==> config.mk <==
export PLATFORM = sky130hd
export DESIGN_NAME = pulse_burst_rx
export DESIGN_NICKNAME = d
export VERILOG_FILES = /design/src/rtl/pbr_pkg.sv /design/src/rtl/pbr_burst_meter.sv /design/src/rtl/pbr_byte_builder.sv /design/src/rtl/pulse_burst_rx.sv
export SDC_FILE = /design/constraint.sdc
export NUM_CORES = 1
export LEC_CHECK = 0
export BUFFER_PORTS_ARGS = -buffer_cell sky130_fd_sc_hd__buf_4
export CAP_MARGIN = 15
export CELL_PAD_IN_SITES_DETAIL_PLACEMENT = 1
export CELL_PAD_IN_SITES_GLOBAL_PLACEMENT = 1
export CORE_UTILIZATION = 23
export DETAILED_ROUTE_END_ITERATION = 7
export PLACE_DENSITY_LB_ADDON = 0.1
export SYNTH_ARGS = -nofsm -noshare
export SYNTH_HDL_FRONTEND = slang
export SYNTH_HIERARCHICAL = 1
export SYNTH_SLANG_ARGS = --single-unit
==> constraint.sdc <==
create_clock -name clk -period 3 [get_ports clk]
set_clock_uncertainty 0.05 [all_clocks]
set_input_delay 0.3 -clock clk [delete_from_list [all_inputs] [get_ports clk]]
set_output_delay 0.3 -clock clk [all_outputs]
set_load 0.005 [all_outputs]
==> src/rtl/pbr_pkg.sv <==
package pbr_pkg;

    typedef enum logic [1:0] {
        BK_BIT   = 2'd0,
        BK_READY = 2'd1,
        BK_FLUSH = 2'd2,
        BK_BAD   = 2'd3
    } burst_kind_e;

    function automatic burst_kind_e classify(input int unsigned len,
                                             input int unsigned ready_len,
                                             input int unsigned flush_len);
        if (len == 1 || len == 2)  return BK_BIT;
        if (len == ready_len)      return BK_READY;
        if (len == flush_len)      return BK_FLUSH;
        return BK_BAD;
    endfunction

endpackage

==> src/rtl/pbr_burst_meter.sv <==
module pbr_burst_meter #(
    parameter int GAP_CYCLES = 16,
    parameter int LEN_W      = 4
) (
    input  logic             clk,
    input  logic             rst_n,
    input  logic             strobe_i,
    output logic             done_o,
    output logic [LEN_W-1:0] len_o
);
    localparam int GAP_W = $clog2(GAP_CYCLES + 1);
    localparam logic [LEN_W-1:0] LEN_MAX = {LEN_W{1'b1}};
    localparam logic [GAP_W-1:0] GAP_LAST = GAP_W'(GAP_CYCLES - 1);

    typedef struct packed {
        logic             active;
        logic [LEN_W-1:0] cnt;
        logic [GAP_W-1:0] gap;
        logic             done;
        logic [LEN_W-1:0] len;
    } meter_t;

    meter_t st_d, st_q;

    always_comb begin
        st_d      = st_q;
        st_d.done = 1'b0;
        if (strobe_i) begin
            st_d.active = 1'b1;
            st_d.gap    = '0;
            if (st_q.cnt != LEN_MAX) st_d.cnt = st_q.cnt + 1'b1;
        end else if (st_q.active) begin
            if (st_q.gap == GAP_LAST) begin
                st_d.done   = 1'b1;
                st_d.len    = st_q.cnt;
                st_d.active = 1'b0;
                st_d.cnt    = '0;
                st_d.gap    = '0;
            end else begin
                st_d.gap = st_q.gap + 1'b1;
            end
        end
    end

    always_ff @(posedge clk) begin
        if (!rst_n) st_q <= '0;
        else        st_q <= st_d;
    end

    assign done_o = st_q.done;
    assign len_o  = st_q.len;

endmodule

==> src/rtl/pbr_byte_builder.sv <==
module pbr_byte_builder
    import pbr_pkg::*;
#(
    parameter int DATA_W    = 8,
    parameter int LEN_W     = 4,
    parameter int READY_LEN = 3,
    parameter int FLUSH_LEN = 12
) (
    input  logic              clk,
    input  logic              rst_n,
    input  logic              done_i,
    input  logic [LEN_W-1:0]  len_i,
    input  logic              accept_i,
    output logic              rdy_o,
    output logic [DATA_W-1:0] byte_o,
    output logic              byte_valid_o,
    output logic              flush_o,
    output logic              frame_err_o
);
    localparam int BIT_W = $clog2(DATA_W + 1);
    localparam logic [BIT_W-1:0] LAST_BIT = BIT_W'(DATA_W - 1);

    typedef struct packed {
        logic              armed;
        logic [BIT_W-1:0]  nbits;
        logic [DATA_W-1:0] shreg;
        logic [DATA_W-1:0] hold;
        logic              valid;
        logic              flush;
        logic              err;
    } build_t;

    build_t st_d, st_q;
    burst_kind_e kind;
    logic        ready_now;
    logic [DATA_W-1:0] shifted;

    assign ready_now = accept_i && (st_q.nbits == '0);

    always_comb begin
        kind    = classify(int'(len_i), READY_LEN, FLUSH_LEN);
        shifted = {st_q.shreg[DATA_W-2:0], (len_i == LEN_W'(1))};
        st_d       = st_q;
        st_d.valid = 1'b0;
        st_d.flush = 1'b0;
        st_d.err   = 1'b0;
        if (done_i) begin
            unique case (kind)
                BK_BIT: begin
                    if (st_q.armed) begin
                        st_d.shreg = shifted;
                        if (st_q.nbits == LAST_BIT) begin
                            st_d.hold  = shifted;
                            st_d.valid = 1'b1;
                            st_d.nbits = '0;
                            st_d.armed = 1'b0;
                        end else begin
                            st_d.nbits = st_q.nbits + 1'b1;
                        end
                    end
                end
                BK_READY: begin
                    if (st_q.nbits != '0) begin
                        st_d.err   = 1'b1;
                        st_d.nbits = '0;
                        st_d.armed = 1'b0;
                    end else begin
                        st_d.armed = ready_now;
                    end
                end
                BK_FLUSH: st_d.flush = 1'b1;
                default: begin
                    st_d.err   = 1'b1;
                    st_d.nbits = '0;
                    st_d.armed = 1'b0;
                end
            endcase
        end
    end

    always_ff @(posedge clk) begin
        if (!rst_n) st_q <= '0;
        else        st_q <= st_d;
    end

    assign rdy_o        = ready_now;
    assign byte_o       = st_q.hold;
    assign byte_valid_o = st_q.valid;
    assign flush_o      = st_q.flush;
    assign frame_err_o  = st_q.err;

endmodule

==> src/rtl/pulse_burst_rx.sv <==
module pulse_burst_rx #(
    parameter int GAP_CYCLES = 16,
    parameter int DATA_W     = 8,
    parameter int READY_LEN  = 3,
    parameter int FLUSH_LEN  = 12
) (
    input  logic              clk,
    input  logic              rst_n,
    input  logic              strobe_i,
    input  logic              accept_i,
    output logic              rdy_o,
    output logic [DATA_W-1:0] byte_o,
    output logic              byte_valid_o,
    output logic              flush_o,
    output logic              frame_err_o
);
    localparam int LEN_W = $clog2(FLUSH_LEN + 2);

    logic             burst_done;
    logic [LEN_W-1:0] burst_len;

    pbr_burst_meter #(
        .GAP_CYCLES (GAP_CYCLES),
        .LEN_W      (LEN_W)
    ) meter_i (
        .clk      (clk),
        .rst_n    (rst_n),
        .strobe_i (strobe_i),
        .done_o   (burst_done),
        .len_o    (burst_len)
    );

    pbr_byte_builder #(
        .DATA_W    (DATA_W),
        .LEN_W     (LEN_W),
        .READY_LEN (READY_LEN),
        .FLUSH_LEN (FLUSH_LEN)
    ) builder_i (
        .clk          (clk),
        .rst_n        (rst_n),
        .done_i       (burst_done),
        .len_i        (burst_len),
        .accept_i     (accept_i),
        .rdy_o        (rdy_o),
        .byte_o       (byte_o),
        .byte_valid_o (byte_valid_o),
        .flush_o      (flush_o),
        .frame_err_o  (frame_err_o)
    );

endmodule

### Word-level counts from Yosys, hierarchy flattened

Cells that the tools add are included.

* multipliers: 0
* order comparisons: 0
* add/sub/neg operators: 3
* eq/ne operators: 12
* multiplexer cells: 28
* div/mod/pow operators: 0
* shift operators: 0
* reduce and logical (&&, ||, !) cells: 18
* bitwise logic cells: 4

Operators with widths (count)
* 2-to-1 mux 22 bit: 1
* 2-to-1 mux 15 bit: 1
* 2-to-1 mux 5 bit: 3
* case mux 5 bit (3 select lines): 1
* 2-to-1 mux 2 bit: 6
* 2-to-1 mux 4 bit: 3
* AND reduction 4 bit: 3
* 2-to-1 mux 1 bit: 10
* 2-to-1 mux 10 bit: 1
* 2-to-1 mux 9 bit: 1
* AND reduction 3 bit: 3
* adder 4 x 1 -> 4 bit (second input constant): 2
* equality test 4 x 2 -> 1 bit (second input constant): 2
* inequality test 2 x 1 -> 1 bit (second input constant): 3
* adder 5 x 1 -> 5 bit (second input constant): 1
* equality test 5 x 4 -> 1 bit (second input constant): 1
* equality test 4 x 1 -> 1 bit (second input constant): 1
* equality test 4 x 3 -> 1 bit (second input constant): 1
* equality test 4 bit (second input constant): 1
* logical NOT 4 bit: 1
* inequality test 4 bit (second input constant): 1
* NOT 1 bit: 4
* AND reduction 2 bit: 2
* nonzero test 2 bit: 2
* other kinds (9): 10

* memories: 0
* bits of input ports: 4
* memory bits (read-only): 0
* word-level logic and storage cells: 77
* register bits: 39
* latch bits: 0
* memory bits (writable): 0

### Depth between registers and ports, before layout

Gate-level depths: netlist (run 1).

* word-level depth: 12
* gate-level depth with buffers: 6
* depth with buffers taken out: 6

### Hierarchy

The synthesis (run 1) kept the hierarchy.

By module, submodules not included
* pbr_byte_builder: cells an instance 110, seq. area each 460.4 um2, area an instance 1041.0 um2, instances 1
* pbr_burst_meter: cells an instance 81, seq. area each 300.3 um2, area an instance 725.7 um2, instances 1

### Worst setup path after synthesis (run 1)

Ideal clock, no wire load.

* path kind: register to register
* start: register builder_i/st_q[19] in the netlist's numbering
* end: register builder_i/st_q[20] in the netlist's numbering
* path buffers: 0
* stages on the path, launching flop included: 7
* slack: 1379 ps
* period minus slack after synthesis: 1621 ps
* data arrival time: 1511 ps
* path through: dfxtp_1 > inv_1 > ha_1 > or3b_2 > o211ai_1 > o21bai_1 > a32o_1

* word-level cells in the longest chain between the ends: 4
* elaborated cells between the ends (all ways): 8
* classes of those cells: add/sub (1); eq/ne (2); mux (3); reduce/logical (2)

RTL lines
* from (decl): RTL line pbr_byte_builder.sv:33 `build_t st_d, st_q;`
* from (signal assigned): RTL line pbr_byte_builder.sv:83 `else st_q <= st_d;`
* adder 4 x 1 -> 4 bit or equality test 4 x 3 -> 1 bit (tied branches): RTL line pbr_byte_builder.sv:58, pbr_byte_builder.sv:52
* 2-to-1 mux 4 bit: RTL line pbr_byte_builder.sv:52 `if (st_q.nbits == LAST_BIT) begin`
* 2-to-1 mux 22 bit: RTL line pbr_byte_builder.sv:50 `if (st_q.armed) begin`
* case mux 5 bit (3 select lines): RTL line pbr_byte_builder.sv:48 `unique case (kind)`

Several ways; a longest one is shown, not always the timed one. The select of a mux whose other input is x is not followed.
A chain may end at the register's enable or synchronous reset.

### Worst setup path in the final report (run 1)

* start: register builder_i/st_q[19] in the netlist's numbering
* end: output port rdy_o

* word-level cells in the longest chain between the ends: 2

RTL lines
* logical NOT 4 bit: RTL line pbr_byte_builder.sv:38 `assign ready_now = accept_i && (st_q.nbits == '0);`
* logical AND 1 bit: RTL line pbr_byte_builder.sv:38
* to (decl): RTL line pulse_burst_rx.sv:11 `output logic rdy_o,`

Every way passes these cells.

==> results of run 1 <==
[logic make-up (layout without fill, tap and decap cells)]
logic type,count (synthesis),in the layout,synth area share (%)
AOI/OAI and AO/OA,29,29,11.2
xor gates and xnor gates,3,3,1.91
adders and majority gates,4,4,2.83
buffers and inverters,25,29,8.85
DFF,38,38,43.1
muxes,15,15,8.50
and+or+nand+nor,77,77,23.7
[power groups by stage]
stage / combinational (mW) / clock [mW] / sequential, mW
6_report: 0.0314 / 0.372 / 0.514
5_1_grt: 0.0362 / 0.415 / 0.515
3_3_place_gp: 0.0311 / 0 / 0.526
2_1_floorplan: 0.0255 / 0 / 0.523
3_5_place_dp: 0.0324 / 0 / 0.526
4_1_cts: 0.0325 / 0.393 / 0.514
[final cells by class]
cell class	instances	area, µm²
inverters	6	22.5
multi-input cells	128	850
repair buffers	15	113
clock buffers	6	82.6
fillers	847	5370
flip-flops and latches	38	761
clock inverters	2	12.5
well taps	99	124
[metrics by stage]
stage          cell area, µm²  setup slack [ns]  utilization [%]  total power, mW  hold WS (ns)
3_3_place_gp             1870              1.15             25.5            0.557         0.425
3_5_place_dp             1870              1.09             25.5            0.558         0.442
2_1_floorplan            1770              1.38                -            0.548         0.400
5_1_grt                  1960             0.873             26.8            0.967         0.274
6_report                 1960             0.963             26.8            0.917         0.263
4_1_cts                  1960             0.941             26.8            0.939         0.263
[routing by layer]
| metal | global-route usage, % | vias to the layer above | share of wire [%] |
|---|---|---|---|
| met5 | 0 | - | 0 |
| met4 | 3.90 | 0 | 1.3 |
| met3 | 2.74 | 5 | 3.2 |
| met2 | 17.3 | 18 | 46 |
| met1 | 13.1 | 622 | 49 |
| li1 | - | 671 | - |
[state kept, by name, indices dropped and copies added (netlist names)]
signal	cells
builder_i/shifted	7
meter_i/len_o	4
meter_i/st_q	10
builder_i/byte_o	8
builder_i/byte_valid_o	1
builder_i/frame_err_o	1
builder_i/flush_o	1
builder_i/st_q	5
meter_i/done_o	1
[cell usage in the layout, fill, tap and decap left out, drive strengths merged, types with 3 or more instances in the layout]
cell type  instances
mux2i             15
inv                5
nor2              25
nand3             12
nand2             12
clkbuf             6
nand4              4
xor2               3
o21ai              8
dfxtp             38
buf               15
a21oi             10
ha                 4
[worst min path at each step]
stage / startpoint / cells past startpoint / slack, ns / to
2_1_floorplan: meter_i/done_o / 2 / 0.40 / builder_i/flush_o
3_3_place_gp: builder_i/shifted[7] / 2 / 0.42 / builder_i/byte_o[7]
3_5_place_dp: meter_i/st_q[11] / 2 / 0.44 / meter_i/st_q[11]
4_1_cts: strobe_i / 3 / 0.26 / meter_i/st_q[14]
5_1_grt: strobe_i / 3 / 0.27 / meter_i/st_q[12]
6_report: strobe_i / 3 / 0.26 / meter_i/st_q[14]
[worst register-to-register path, stage by stage (launching register included)]
cell      delay (ns)
dfxtp_1         0.36
inv_1           0.07
ha_1            0.16
or3b_2          0.49
o211ai_1        0.27
o21bai_1        0.22
a32o_1          0.20
==> results list, run 1 <==
- Outcome: finished, final reports clean
- The clock network accounts for 40.5% of the total power.
* CTS sink cnt: 38
- Crit Path Category: register to primary output
- The worst path uses 67.9% of the clock period.
- Static timing analysis puts the maximum clock frequency at 491 MHz.
- The initial antenna violation count came to 0.
* Delay contributed by the slowest stage of the critical path: 0.49 ns
- Together, buffers and inverters on the worst path number 2.
- Measured along the x axis, the die boundary spans 89.6 µm.
- The initial utilization of the core area, before any placement, comes to 24.1%.
- Areal power density over the cells: 467 nW/µm²
* Weighted congestion at the end of routability-driven global placement: 0.714
* Required time worst endpoint: 2.65 ns
- Count leader, synth: dfxtp_1
* Antenna diode count: 0
- The floorplan has 31 rows.
* Post-Route WL: 3.77 mm
* TritonCTS clock tree: done
- R2r worst-path depth: 6
- Vertical die dimension: 89.6 µm
* DRC marker count from the first detailed-route iteration: 31
- After clock tree synthesis, the clock-pin slew on the worst setup and hold paths is 0.08 ns.
- Worst slew margin relative to its limit: 63.5%
* Final Critical Period: 2.04 ns
- In this run, synthesis produced a sequential element count of 38.
- In this run, post-CTS repair resized a total of 0 instances.
- Summing the sequential cell areas from Yosys gives 43.1% of the chip area.
- The number of setup buffers added after CTS is 0.
- Among all flip-flop cells after synthesis, the most frequent one is dfxtp_1.
* CTS HTree Levels: 2
- Pre-antenna DRT Iters: 4
* Number of buffers created by CTS: 5
* Setup Total Neg Slack: 0 ns
* Die area: 8040 µm²
- Number of cells produced by synthesis: 191
* Final hold violation count: 0
- Post-DP HPWL: 2.74 mm
- Ratio of cells with drive above 1 in the final layout: 17.4%
- Layout overhead on the synthesized area: 11.2%
* Stages on the worst setup path: 5
- Setup repair after global routing left no endpoint under its margin.
- Via total after detailed routing: 1,316
- 16 I/O pins were placed.
- In the final routed layout, each cell accounts on average for 12.8 µm.
- Least-Margin Pin Slew: 0.547 ns
- The slowest stage of the critical path belongs to the cell or3b_2.
- Last element of the critical path: rdy_o
- After detailed routing, the number of remaining DRC violations is 0.
- In this run, post-CTS hold repair placed 0 buffers.
- Mean instance size in the synthesized netlist: 9.25 µm²
* Number of global-route vias before repair: 1,317
- On the critical path the largest part of the delay comes from simple AND/OR/NAND/NOR gates.
- Sorting the synthesized cells by how often they occur yields 38 x dfxtp_1, 25 x nor2_1, 15 x mux2i_1.
* Critical path endpoint category: primary output
- Global routing usage summed across all routing layers: 10.5%
- Ranked by total cell area, the synthesized netlist is headed by dfxtp_1 43%, mux2i_1 8.5%, buf_4 5.9%.
- Worst-skew pair later-pin latency: 0.29 ns
- Post-synthesis async set-or-reset flop share: 0%
- In this run the clock root is driven by a clkbuf_8.
* Crit path cell chain: inv_1, ha_1, or3b_2, nor2_1, buf_4
- Proportion of power drawn by combinational gates: 3.4%
- For this run the aggregate overflow at the end of global routing stands at 0.
* Max-cap viol count: 0
- Number of cells in the design after placement: 286
* Largest net degree at the start of global routing: 19
- Vias/cell: 4.48
- The detail route stage leaves a number of antenna-violating nets equal to 0.
- Wire length of the first global-routing pass: 6.35 mm
- Leak pwr: 0.815 nW
- Number of enable flip-flop cells after synthesis: 0
- In this run the worst hold path is classified as input port to register.
* Setup slack of the most critical reg-to-reg path: 1.13 ns
* Max VDD drop: 0.140 mV
- Power share of the sequential group: 56.0%
- Endpoint of the most critical register-to-register path: builder_i/st_q[20]
- Critical Path Start Type: register
- Share of Yosys cell area claimed by the top area cell type: 43.1%
- Port-buffer cells: 15
- Non-filler cells in the finished layout: 294
* Unique cell type count in the Yosys netlist: 45
- Of all nets on the critical path, the largest fanout is 5.
- The core region is 7330 µm².
- Summing every instance area after synthesis gives 1770 µm².
- Setup violations remaining at the end of the flow were counted as 0.
- Of the total power, the share spent switching nets is 23.2%.
* Final Max Tran Viols: 0
* Clock Path Buffers: 2
- Cell internal power was estimated by the tool at 0.704 mW.
- The worst register-to-register path begins at builder_i/st_q[19].
- Summed over all nets, the switching power comes to 0.213 mW.
- Data on the critical path arrives at its endpoint at 1.69 ns.
- Number of nets in the synthesized netlist: 199
* Nets: 202
* Total of warnings raised by yosys: 6
- Worst setup path startpoint: builder_i/st_q[19]
* Largest area contributor in the synthesized netlist: dfxtp_1
No activity file was read; power rests on OpenSTA's default activity.
==> run 2, diff against run 1 <==
==> constraint.sdc (replaced) <==
create_clock -name clk -period 2 [get_ports clk]
set_clock_uncertainty 0.05 [all_clocks]
set_input_delay 0.2 -clock clk [delete_from_list [all_inputs] [get_ports clk]]
set_output_delay 0.2 -clock clk [all_outputs]
set_load 0.005 [all_outputs]
==> results list, run 2 (same netlist as run 1, synthesis figures left out) <==
- The first global-routing pass estimated 6.53 mm of wire.
* Total of endpoints with negative setup slack in the final report: 0
* Effective utilization at floorplan: 24.1%
- Critical Path Start Type: register
- For the final routed database, the setup TNS stands at 0 ns.
* Worst setup slack after layout: 0.160 ns
- At the end of routability-driven placement, the weighted congestion stood at 0.730.
- Nets: 206
- Drt drc: 0
- Max-cap viol count: 0
* CTS sink cnt: 38
* Global routing usage summed across all routing layers: 10.7%
* Critical path endpoint category: primary output
* Leak pwr: 0.844 nW
* Worst-skew pair later-pin latency: 0.29 ns
* Portion of the clock cycle consumed by the worst path in the final layout: 92.0%
* Most frequent standard cell in the layout excluding fill and tap cells: dfxtp_1
- The flow ran to the end, and the final reports show no timing, DRC or antenna violations.
- During placement, the flow inserted port buffers numbering 15.
* Signal arrival time at the worst endpoint: 1.59 ns
* Routed wire length per instance: 12.7 µm
* Required time worst endpoint: 1.75 ns
* Least-Margin Pin Slew: 0.533 ns
- Entering global routing, the biggest net connects 17 pins.
* CTS root buffer: clkbuf_8
- Die area: 8040 µm²
* Number of gates resized after CTS: 0
* Vias/cell: 4.51
* Pre-antenna DRT Iters: 4
- Buffers inserted to repair hold after CTS numbered 0.
* Overall power after layout: 1.46 mW
- Number of global-route vias before repair: 1,431
- Number of buffers created by CTS: 5
- Antenna diode count: 0
- For this run, the top clock speed supported by timing is 543 MHz.
- The hold violation count in the final report was 0.
- Post-Route WL: 3.79 mm
* Register with the most flip-flops: meter_i/st_q
- Setup slack of the most critical reg-to-reg path: 0.20 ns
- The max-slew violation count was 0.
* Floorplan Core Area: 7330 µm²
- The first routing iteration left 14 violations.
- Worst slew margin relative to its limit: 63.9%
- Post-DP HPWL: 2.78 mm
- Counting I/O delays and the setup requirement, the final critical path takes 1.84 ns.
- Initial antenna violation count: 0
- Prior to clock tree synthesis, the placed netlist has a worst setup slack of 0.171 ns.
* # IOs: 16
* Hold Path Class: input port to register
- Global routing finished with a remaining overflow of 0.
* Crit Path Category: register to primary output
- The routed layout has 1,344 vias.
- Vertical die dimension: 89.6 µm
- Most frequent cells in the layout: 38 x dfxtp_1, 24 x nor2_1, 19 x buf_4
- The clock passes through at most 2 buffers.
* Final ANT Viol Nets: 0
* Max VDD drop: 0.268 mV
- Count of standard-cell rows: 31
- Areal power density over the cells: 727 nW/µm²
- Ratio of cells with drive above 1 in the final layout: 20.1%
- Number of flip-flops under the largest register name: 10
* Largest fanout on the critical path: 5
* CTS clk-pin slew, worst paths: 0.08 ns
- Across all hold checks on the routed design, the worst slack comes to 0.149 ns.
- The area growth from synthesis to layout is 14.0%.
- Die extent in x: 89.6 µm
* RSZ-0062 raised after global routing: no
- TritonCTS built the clock tree.
- CTS built an H-tree with a depth of 2.
- Counting tap cells, the placed design contains a total of 290 instances.
- Non-filler cells in the finished layout: 298
- Post-CTS timing repair inserted 0 buffers for setup.
## run 2: power breakdown
part           internal (mW)  switching [mW]  leakage (nW)  total (mW)
combinational         0.0184          0.0303         0.479      0.0487
sequential             0.762         0.00922         0.307       0.771
clock                  0.367           0.277        0.0579       0.644
total                   1.15           0.316         0.844        1.46
## run 2: per-layer routing
metal / GRT usage [%] / routed length, µm
met1: 12.6 / 1800
met2: 18.1 / 1850
met3: 3.02 / 105
met4: 4.76 / 29
met5: 0 / 0
## run 2: final timing paths
check        cells after the start                 end               start
max                              5               rdy_o  builder_i/st_q[19]
min                              3    meter_i/st_q[14]            strobe_i
max reg2reg                      6  builder_i/st_q[20]  builder_i/st_q[19]
min reg2reg                      2   builder_i/flush_o      meter_i/done_o
## run 2: layout make-up
type | instances | area (µm²)
fill | 852 | 5320
multi-input combinational | 128 | 856
sequential | 38 | 761
timing repair buffer | 19 | 143
tap | 99 | 124
clock buffer | 5 | 68.8
clock inverter | 3 | 40.0
inverter | 6 | 22.5
## run 2: critical path: stages (launching register included)
cell	delay [ns]
dfxtp_1	0.35
inv_1	0.07
ha_1	0.14
or3b_2	0.49
nor2_2	0.12
buf_4	0.12
## run 2: stage by stage
step                      area (µm²)  utilization, %
after CTS                       2010            27.4
after floorplan                 1770               -
after global placement          1900            25.9
after detailed placement        1900            25.9
after global routing            2010            27.5
final                           2010            27.5
